### src/rtl/bxr_pkg.sv
package bxr_pkg;

  typedef struct packed {
    logic capAB;
    logic capBA;
    logic driveB;
    logic driveA;
    logic useRegB;
    logic useRegA;
    logic loop;
  } xcvrStrobe_t;

endpackage

### src/rtl/bxr_ctrl.sv
module bxr_ctrl
  import bxr_pkg::*;
(
  input  logic        clk,
  input  logic        rst,
  input  logic        capAtoB,
  input  logic        capBtoA,
  input  logic        selAtoB,
  input  logic        selBtoA,
  input  logic        enAtoB,
  input  logic        enBtoAN,
  input  logic        aExtDrive,
  input  logic        bExtDrive,
  output xcvrStrobe_t strb
);

  logic prevCapAB;
  logic prevCapBA;

  always_ff @(posedge clk) begin
    if (rst) begin
      prevCapAB <= 1'b0;
      prevCapBA <= 1'b0;
    end else begin
      prevCapAB <= capAtoB;
      prevCapBA <= capBtoA;
    end
  end

  always_comb begin
    strb.capAB   = capAtoB & ~prevCapAB;
    strb.capBA   = capBtoA & ~prevCapBA;
    strb.driveB  = enAtoB;
    strb.driveA  = ~enBtoAN;
    strb.useRegB = selAtoB;
    strb.useRegA = selBtoA;
    strb.loop    = enAtoB & ~enBtoAN & ~selAtoB & ~selBtoA
                   & ~aExtDrive & ~bExtDrive;
  end

  // a rising edge yields a single-cycle load pulse
  p_cap_pulse_ab_r10: assert property (@(posedge clk) disable iff (rst)
    strb.capAB |=> !strb.capAB);
  p_cap_pulse_ba_r10: assert property (@(posedge clk) disable iff (rst)
    strb.capBA |=> !strb.capBA);

endmodule

### src/rtl/bxr_datapath.sv
module bxr_datapath
  import bxr_pkg::*;
#(
  parameter int DATA_W = 8,
  parameter bit INVERT = 1'b0
) (
  input  logic              clk,
  input  logic              rst,
  input  xcvrStrobe_t       strb,
  input  logic [DATA_W-1:0] aIn,
  input  logic              aExtDrive,
  input  logic [DATA_W-1:0] bIn,
  input  logic              bExtDrive,
  output logic [DATA_W-1:0] aOut,
  output logic [DATA_W-1:0] aOe,
  output logic [DATA_W-1:0] bOut,
  output logic [DATA_W-1:0] bOe
);

  logic [DATA_W-1:0] regAB;
  logic [DATA_W-1:0] regBA;
  logic [DATA_W-1:0] lastA;
  logic [DATA_W-1:0] lastB;
  logic [DATA_W-1:0] aSeen;
  logic [DATA_W-1:0] bSeen;
  logic [DATA_W-1:0] aSeenXf;
  logic [DATA_W-1:0] bSeenXf;
  logic [DATA_W-1:0] regABXf;
  logic [DATA_W-1:0] regBAXf;

  assign aSeen = aExtDrive ? aIn : lastA;
  assign bSeen = bExtDrive ? bIn : lastB;

  generate
    if (INVERT) begin : g_inv
      assign aSeenXf = ~aSeen;
      assign bSeenXf = ~bSeen;
      assign regABXf = ~regAB;
      assign regBAXf = ~regBA;
    end else begin : g_true
      assign aSeenXf = aSeen;
      assign bSeenXf = bSeen;
      assign regABXf = regAB;
      assign regBAXf = regBA;
    end
  endgenerate

  always_comb begin
    if (strb.loop)         bOut = lastB;
    else if (strb.useRegB) bOut = regABXf;
    else                   bOut = aSeenXf;
    if (strb.loop)         aOut = lastA;
    else if (strb.useRegA) aOut = regBAXf;
    else                   aOut = bSeenXf;
  end

  assign bOe = {DATA_W{strb.driveB}};
  assign aOe = {DATA_W{strb.driveA}};

  always_ff @(posedge clk) begin
    if (rst) begin
      regAB <= '0;
      regBA <= '0;
      lastA <= '0;
      lastB <= '0;
    end else begin
      if (strb.capAB) regAB <= aSeen;
      if (strb.capBA) regBA <= bSeen;
      if (aExtDrive)        lastA <= aIn;
      else if (strb.driveA) lastA <= aOut;
      if (bExtDrive)        lastB <= bIn;
      else if (strb.driveB) lastB <= bOut;
    end
  end

  // a load pulse stores the bus value seen in that cycle
  p_cap_load_r1: assert property (@(posedge clk) disable iff (rst)
    strb.capAB |=> regAB == $past(aSeen));
  // no pulse, no change
  p_reg_keep_r10: assert property (@(posedge clk) disable iff (rst)
    !strb.capBA |=> $stable(regBA));
  // the hold loop freezes both outputs
  p_loop_hold_r6: assert property (@(posedge clk) disable iff (rst)
    strb.loop |=> (strb.loop -> ($stable(aOut) && $stable(bOut))));
  // an undriven bus keeps its last value
  p_undriven_r9: assert property (@(posedge clk) disable iff (rst)
    (!aExtDrive && !strb.driveA) |=> lastA == $past(lastA));

endmodule

### src/rtl/bus_xcvr_reg.sv
module bus_xcvr_reg
  import bxr_pkg::*;
#(
  parameter int DATA_W = 8,
  parameter bit INVERT = 1'b0
) (
  input  logic              clk,
  input  logic              rst,
  input  logic [DATA_W-1:0] aIn,
  input  logic              aExtDrive,
  input  logic [DATA_W-1:0] bIn,
  input  logic              bExtDrive,
  input  logic              capAtoB,
  input  logic              capBtoA,
  input  logic              selAtoB,
  input  logic              selBtoA,
  input  logic              enAtoB,
  input  logic              enBtoAN,
  output logic [DATA_W-1:0] aOut,
  output logic [DATA_W-1:0] aOe,
  output logic [DATA_W-1:0] bOut,
  output logic [DATA_W-1:0] bOe
);

  xcvrStrobe_t strb;

  bxr_ctrl u_ctrl (
    .clk       (clk),
    .rst       (rst),
    .capAtoB   (capAtoB),
    .capBtoA   (capBtoA),
    .selAtoB   (selAtoB),
    .selBtoA   (selBtoA),
    .enAtoB    (enAtoB),
    .enBtoAN   (enBtoAN),
    .aExtDrive (aExtDrive),
    .bExtDrive (bExtDrive),
    .strb      (strb)
  );

  bxr_datapath #(.DATA_W(DATA_W), .INVERT(INVERT)) u_dp (
    .clk       (clk),
    .rst       (rst),
    .strb      (strb),
    .aIn       (aIn),
    .aExtDrive (aExtDrive),
    .bIn       (bIn),
    .bExtDrive (bExtDrive),
    .aOut      (aOut),
    .aOe       (aOe),
    .bOut      (bOut),
    .bOe       (bOe)
  );

  // enable polarity at the ports
  p_oe_a_r5: assert property (@(posedge clk) disable iff (rst)
    (|aOe) |-> !enBtoAN);
  p_oe_b_r5: assert property (@(posedge clk) disable iff (rst)
    enAtoB |-> (&bOe));

endmodule

### config.mk
export PLATFORM = sky130hd
export DESIGN_NAME = bus_xcvr_reg
export DESIGN_NICKNAME = d
export VERILOG_FILES = /design/src/rtl/bxr_pkg.sv /design/src/rtl/bxr_ctrl.sv /design/src/rtl/bxr_datapath.sv /design/src/rtl/bus_xcvr_reg.sv
export SDC_FILE = /design/constraint.sdc
export NUM_CORES = 1
export LEC_CHECK = 0
export ABC_AREA = 0
export BUFFER_PORTS_ARGS = -buffer_cell sky130_fd_sc_hd__buf_2
export CAP_MARGIN = 15
export CELL_PAD_IN_SITES_DETAIL_PLACEMENT = 0
export CELL_PAD_IN_SITES_GLOBAL_PLACEMENT = 1
export CORE_MARGIN = 10
export CORE_UTILIZATION = 30
export CTS_BUF_LIST = sky130_fd_sc_hd__clkbuf_4
export CTS_CLUSTER_DIAMETER = 80
export DETAILED_ROUTE_END_ITERATION = 8
export PLACE_DENSITY_LB_ADDON = 0.1
export SLEW_MARGIN = 20
export SYNTH_ARGS = -nofsm -noshare
export SYNTH_HDL_FRONTEND = slang
export SYNTH_SLANG_ARGS = --single-unit
### constraint.sdc
create_clock -name clk -period 1.9 [get_ports clk]
set_clock_uncertainty 0.2 [all_clocks]
set_input_delay 0 -clock clk [delete_from_list [all_inputs] [get_ports clk]]
set_output_delay 0 -clock clk [all_outputs]
set_load 0.02 [all_outputs]
==> impl_metrics.env, run 1 <==
export IMPL_reg2reg_depth=5
export IMPL_synth_xor_area_share_pct=0
export IMPL_slowest_stage="dfxtp_1"
export IMPL_start_kind="flop"
export IMPL_viasPerCell=4.89
export IMPL_drc=0
export IMPL_p_switching_uw=583
export IMPL_synth_area_leader_cell="dfxtp_1"
export IMPL_synth_top_family_by_area="multiplexers"
export IMPL_tritoncts="yes"
export IMPL_tightest_slew_ns=0.513
export IMPL_slew_violations=0
export IMPL_grt_pass1_wl_microns=12100
export IMPL_synth_edf_count=0
export IMPL_final_nets=352
export IMPL_clock_power_share_pct=24.3
export IMPL_wire_per_inst_microns=18.0
export IMPL_seq_power_share_pct=46.9
export IMPL_hold_path_class="in -> reg"
export IMPL_synth_compound_area_share_pct=14.5
export IMPL_switching_share_pct=34.6
export IMPL_wirelength_microns=7630
export IMPL_p_per_area_nw_per_um2=594
export IMPL_hold_viol_final=0
export IMPL_hpwl_microns=5520
export IMPL_criticalPathCategory="reg -> out"
export IMPL_row_count=31
export IMPL_yosys_most_used_dff="dfxtp_1"
export IMPL_power_leakage_nw=1.20
export IMPL_synthMuxAreaShare_pct=22.1
export IMPL_drive_gt1_share_pct=32.5
export IMPL_worstHoldEndpoint="u_dp.lastA[7]"
export IMPL_numCtsBuffers=5
export IMPL_ys_types=30
export IMPL_drtPass1Iterations=4
export IMPL_syn_nets=286
export IMPL_ant_nets=0
export IMPL_holdCritStartpoint="enBtoAN"
export IMPL_synthCells=260
export IMPL_grt_overflow_total=0
export IMPL_die_w_microns=107
export IMPL_combinationalPowerShare_pct=28.9
export IMPL_diodes=0
export IMPL_yosys_warnings=0
export IMPL_synth_area_top_cells="dfxtp_1 (30%), mux2i_1 (14%), mux2_2 (8.0%)"
export IMPL_max_stage_delay_ns=0.36
export IMPL_clkSinkCount=34
export IMPL_power_total_mw=1.68
export IMPL_ios=58
export IMPL_min_path_cells=4
export IMPL_die_h_microns=107
export IMPL_p_int_mw=1.10
export IMPL_syn_area_per_cell_sq_um=8.72
export IMPL_period_share_pct=95.6
export IMPL_clock_latency_ns=0.35
export IMPL_place_gp_congestion=0.788
export IMPL_track_usage_pct=13.5
export IMPL_setup_violations=0
export IMPL_die_area_sq_um=11400
export IMPL_ys_ff_latch=34
export IMPL_core_sq_um=7290
export IMPL_relSlewSlack_pct=65.8
export IMPL_grt_pass1_vias=2143
export IMPL_cp_end_kind="primary output"
export IMPL_fmax_mhz=551
export IMPL_crit_buf_inv=1
export IMPL_r2r_end="u_dp.regAB[3]"
export IMPL_crit_family="multiplexers"
export IMPL_root_buffer="clkbuf_4"
export IMPL_min_period_ns=1.82
export IMPL_ys_seq_area_share_pct=30.0
export IMPL_critical_path_arrival_ns=1.62
export IMPL_rrSetupSlack_ns=0.16
export IMPL_synth_simple_area_share_pct=21.9
export IMPL_syn_to_final_growth_pct=25.0
export IMPL_crit_path_max_fanout=4
export IMPL_holdWs_ns=0.0126
export IMPL_htree_num_levels=2
export IMPL_cap_violations=0
export IMPL_outcome="complete, no violations"
export IMPL_rsz0062_at_grt="no"
export IMPL_vias=2078
export IMPL_critPathRequiredTime_ns=1.70
export IMPL_vdd_drop_max_v=0.000190
export IMPL_grt_max_degree=25
export IMPL_initialDrtViolationCount=89
export IMPL_antenna_found_initial=0
export IMPL_syn_area_sq_um=2270
export IMPL_portBuffers=57
export IMPL_r2r_start="u_ctrl.prevCapAB"
export IMPL_clockBufferDepth=2
export IMPL_cts_clk_slew_worst_paths_ns=0.12
export IMPL_synth_fa_ha_area_share_pct=0
export IMPL_async_reset_ff_share_pct=0
export IMPL_worstPathCellList="mux2_2 -> mux2i_1 -> o21ai_0 -> buf_2"
export IMPL_netlist_area_leader_share_pct=30.0
export IMPL_initial_core_util_pct=31.1
export IMPL_fin_setup_tns_ns=0
## synth_stat cells (2+ instances only)
master / n
nand2_1: 20
and2_1: 8
buf_4: 18
nand3_1: 15
o221ai_1: 14
mux2i_1: 32
a211oi_1: 2
dfxtp_1: 34
o211ai_1: 2
nand3b_1: 6
clkbuf_1: 10
nand4_1: 2
inv_1: 6
nor2_1: 17
nor2b_1: 4
o21ai_0: 22
or3_1: 2
a21o_1: 6
mux2_2: 16
nor3b_1: 8
buf_6: 3
buf_2: 5
## per-stage QoR
step | cells | utilization (%) | instance area (sq um) | setup slack (ns)
2_1_floorplan | 260 | - | 2270 | 0.426
3_3_place_gp | 398 | 35.4 | 2580 | 0.200
3_5_place_dp | 398 | 35.4 | 2580 | 0.225
4_1_cts | 425 | 38.8 | 2830 | 0.0861
5_1_grt | 425 | 38.8 | 2830 | 0.0208
6_report | 425 | 38.8 | 2830 | 0.0839
## flip-flops by register name, indices dropped and copies added, names as in the netlist
register and flops:
u_dp.lastA 8, u_dp.regBA 8, u_ctrl.prevCapAB 1, u_dp.lastB 8, u_dp.regAB 8, u_ctrl.prevCapBA 1
## tightest hold or removal path, stage by stage
cell and delay, ns:
buf_2 0.19, nand3b_1 0.12, a21o_1 0.11, o221ai_1 0.09
## metal layers
metal  up-vias  wire, microns  global-route usage, %  part of all wire [%]
met3         5            382                   3.65                   5.0
met1       982           3700                   17.1                    48
met5         -              0                      0                     0
li1       1044              -                      -                     -
met4         0             62                   2.90                  0.81
met2        47           3490                   22.3                    46
## cell families (layout without fill, tap and decap cells)
kind of cell	Yosys count	after routing
AO/OA/AOI/OAI	47	47
multiplexers	48	48
AND/OR/NAND/NOR	88	88
buffers and inverters	43	109
flip-flops	34	34
## cells in the final DEF (no fill, tap or decap), types with 4 or more instances in the layout
| master | count |
|---|---|
| dlygate4sd3_1 | 20 |
| nor3b_1 | 8 |
| mux2_2 | 16 |
| nand3_1 | 15 |
| inv_1 | 6 |
| o21ai_0 | 22 |
| buf_2 | 57 |
| buf_4 | 19 |
| and2_1 | 8 |
| nor2b_1 | 4 |
| o221ai_1 | 14 |
| nand3b_1 | 6 |
| a21o_1 | 6 |
| nand2_1 | 20 |
| mux2i_1 | 31 |
| dfxtp_1 | 34 |
| nor2_1 | 17 |
| clkbuf_4 | 5 |
## cell type report
class | instances | area, sq um
well taps | 99 | 124
repair buffers | 96 | 628
multi-input cells | 183 | 1330
fillers | 790 | 4460
clock buffers | 5 | 37.5
flip-flops and latches | 34 | 681
inverters | 6 | 22.5
clock inverters | 2 | 10.0
## power groups by stage
stage	clock, mW	combinational (mW)	sequential (mW)
after detailed placement	0	0.458	0.803
after global placement	0	0.460	0.804
after CTS	0.422	0.491	0.787
after global routing	0.454	0.529	0.794
final	0.409	0.486	0.789
after floorplan	0	0.323	0.795
## worst max-delay path by stage
stage	startpoint	to	slack, ns	depth (start not counted)
global route	u_dp.lastB[4]	aOut[4]	0.02	4
finish	u_dp.lastB[4]	aOut[4]	0.08	4
CTS	u_dp.lastB[4]	aOut[4]	0.09	4
global placement	selAtoB	u_dp.lastB[7]	0.20	4
floorplan	aExtDrive	bOut[1]	0.43	5
detailed placement	selAtoB	u_dp.lastB[3]	0.23	4
## timing repair
item                                    in CTS  in global routing
endpoints found under the hold margin       33                  0
hold buffers                                20                  0
endpoints found under the setup margin       0                  1
buffers inserted                             0                  0
resized for setup                            0                  1
No activity file was read; power rests on OpenSTA's default activity.
==> inputs of run 2 (changes only) <==
==> constraint.sdc (replaced) <==
create_clock -name clk -period 1.9 [get_ports clk]
set_clock_uncertainty 0.2 [all_clocks]
set_input_delay 0.285 -clock clk [delete_from_list [all_inputs] [get_ports clk]]
set_output_delay 0.285 -clock clk [all_outputs]
set_load 0.02 [all_outputs]
==> run 2 against run 1 <==
The run now ends with setup timing left. First-iteration DRC count did not move. Die area did not move. Total power rose by 6.7%. Combinational power rose by 24%. Cell area rose by 13%. Non-clock buffer count rose by 21. Flip-flop and latch count did not move. Sequential power barely moved. Critical path type is now in -> out. Largest power group unchanged.
==> impl_metrics.env, run 2 (synthesis gave the netlist of run 1 again) <==
export IMPL_htree_num_levels=2
export IMPL_final_common_cell="buf_4"
export IMPL_fin_util_pct=43.7
export IMPL_antenna_found_initial=0
export IMPL_relSlewSlack_pct=75.8
export IMPL_cp_end_kind="primary output"
export IMPL_drc=0
export IMPL_outcome="finished with violations"
export IMPL_die_w_microns=107
export IMPL_hold_viol_final=0
export IMPL_clockBufferDepth=2
export IMPL_grt_pass1_wl_microns=12200
export IMPL_initialDrtViolationCount=89
export IMPL_place_gp_congestion=0.746
export IMPL_hold_path_class="in -> reg"
export IMPL_row_count=31
export IMPL_period_share_pct=106
export IMPL_hpwl_microns=5780
export IMPL_setup_violations=16
export IMPL_setup_slack_ns=-0.114
export IMPL_min_path_cells=4
export IMPL_grt_overflow_total=0
export IMPL_syn_to_final_growth_pct=40.7
export IMPL_power_total_mw=1.80
export IMPL_ant_nets=0
export IMPL_die_area_sq_um=11400
export IMPL_diodes=0
export IMPL_vias=2216
export IMPL_tightest_slew_ns=0.362
export IMPL_grt_pass1_vias=2244
export IMPL_start_kind="primary input"
export IMPL_fmax_mhz=497
export IMPL_criticalPathCategory="in -> out"
export IMPL_power_leakage_nw=1.37
export IMPL_vdd_drop_max_v=0.000294
export IMPL_critical_path_arrival_ns=1.53
export IMPL_root_buffer="clkbuf_4"
export IMPL_core_sq_um=7290
export IMPL_cts_clk_slew_worst_paths_ns=0.12
export IMPL_crit_path_max_fanout=6
export IMPL_grt_max_degree=27
export IMPL_drtPass1Iterations=5
export IMPL_clock_latency_ns=0.35
export IMPL_critPathRequiredTime_ns=1.41
export IMPL_dp_slack_ns=-0.302
export IMPL_track_usage_pct=13.3
export IMPL_layout_common_cells="buf_4 (56), buf_2 (44), dfxtp_1 (29), mux2i_1 (26), nand2_1 (20)"
export IMPL_ios=58
export IMPL_initial_core_util_pct=31.1
export IMPL_drive_gt1_share_pct=47.4
export IMPL_viasPerCell=4.96
export IMPL_failed_checks="setup timing"
export IMPL_wire_per_inst_microns=17.2
export IMPL_die_h_microns=107
export IMPL_slew_violations=0
export IMPL_clkSinkCount=34
export IMPL_rrSetupSlack_ns=0.47
export IMPL_tritoncts="yes"
export IMPL_portBuffers=57
export IMPL_dp_cells=424
export IMPL_wirelength_microns=7690
export IMPL_cap_violations=0
export IMPL_reg2reg_depth=5
export IMPL_min_period_ns=2.01
export IMPL_rsz0062_at_grt="yes"
export IMPL_p_per_area_nw_per_um2=563
export IMPL_numCtsBuffers=5
export IMPL_fin_setup_tns_ns=-1.44
export IMPL_final_cells=447
export IMPL_final_nets=373
-- run 2: layer usage --
metal,routed length (microns),vias up,GRT usage (%)
li1,-,1094,-
met1,3430,1072,16.7
met2,3870,41,22.5
met3,317,9,3.23
met4,73,0,3.09
met5,0,-,0
-- run 2: layout make-up --
cell class / count / area [sq um]
sequential: 34 / 687
fill: 785 / 4100
clock buffer: 5 / 37.5
multi-input combinational: 183 / 1420
tap: 99 / 124
clock inverter: 3 / 16.3
timing repair buffer: 117 / 877
inverter: 6 / 22.5
-- run 2: through the flow --
| stage | instance area (sq um) | hold slack (ns) |
|---|---|---|
| after CTS | 3020 | 0.0783 |
| after floorplan | 2310 | 0.213 |
| final | 3190 | 0.0962 |
| after global routing | 3190 | 0.0901 |
| after global placement | 2830 | 0.272 |
| after detailed placement | 2830 | 0.281 |
-- run 2: report_power, final --
group          internal, mW  total, mW  switching [mW]
clock                 0.138      0.404           0.267
sequential            0.758      0.790          0.0315
combinational         0.299      0.601           0.303
total                  1.19       1.80           0.601
-- run 2: critical path: stages --
cell     delay [ns]
buf_6          0.10
or4b_4         0.55
nor3_4         0.15
buf_6          0.15
buf_6          0.11
o21ai_2        0.05
buf_6          0.13
-- run 2: final timing paths --
path,from,endpoint
hold reg to reg,u_dp.regBA[7],u_dp.regBA[7]
setup reg to reg,u_dp.lastA[2],u_dp.lastB[2]
setup / recovery,selAtoB,aOut[3]
hold / removal,bIn[3],u_dp.lastB[3]
-- run 2: repair_timing --
item | in CTS | in global routing
pin swaps | 6 | 3
cloned | 0 | 1
endpoints found under the setup margin | 16 | 16
endpoints found under the hold margin | 2 | 0
hold buffers | 2 | 0
setup buffers | 3 | 10
gates resized for setup | 28 | 19
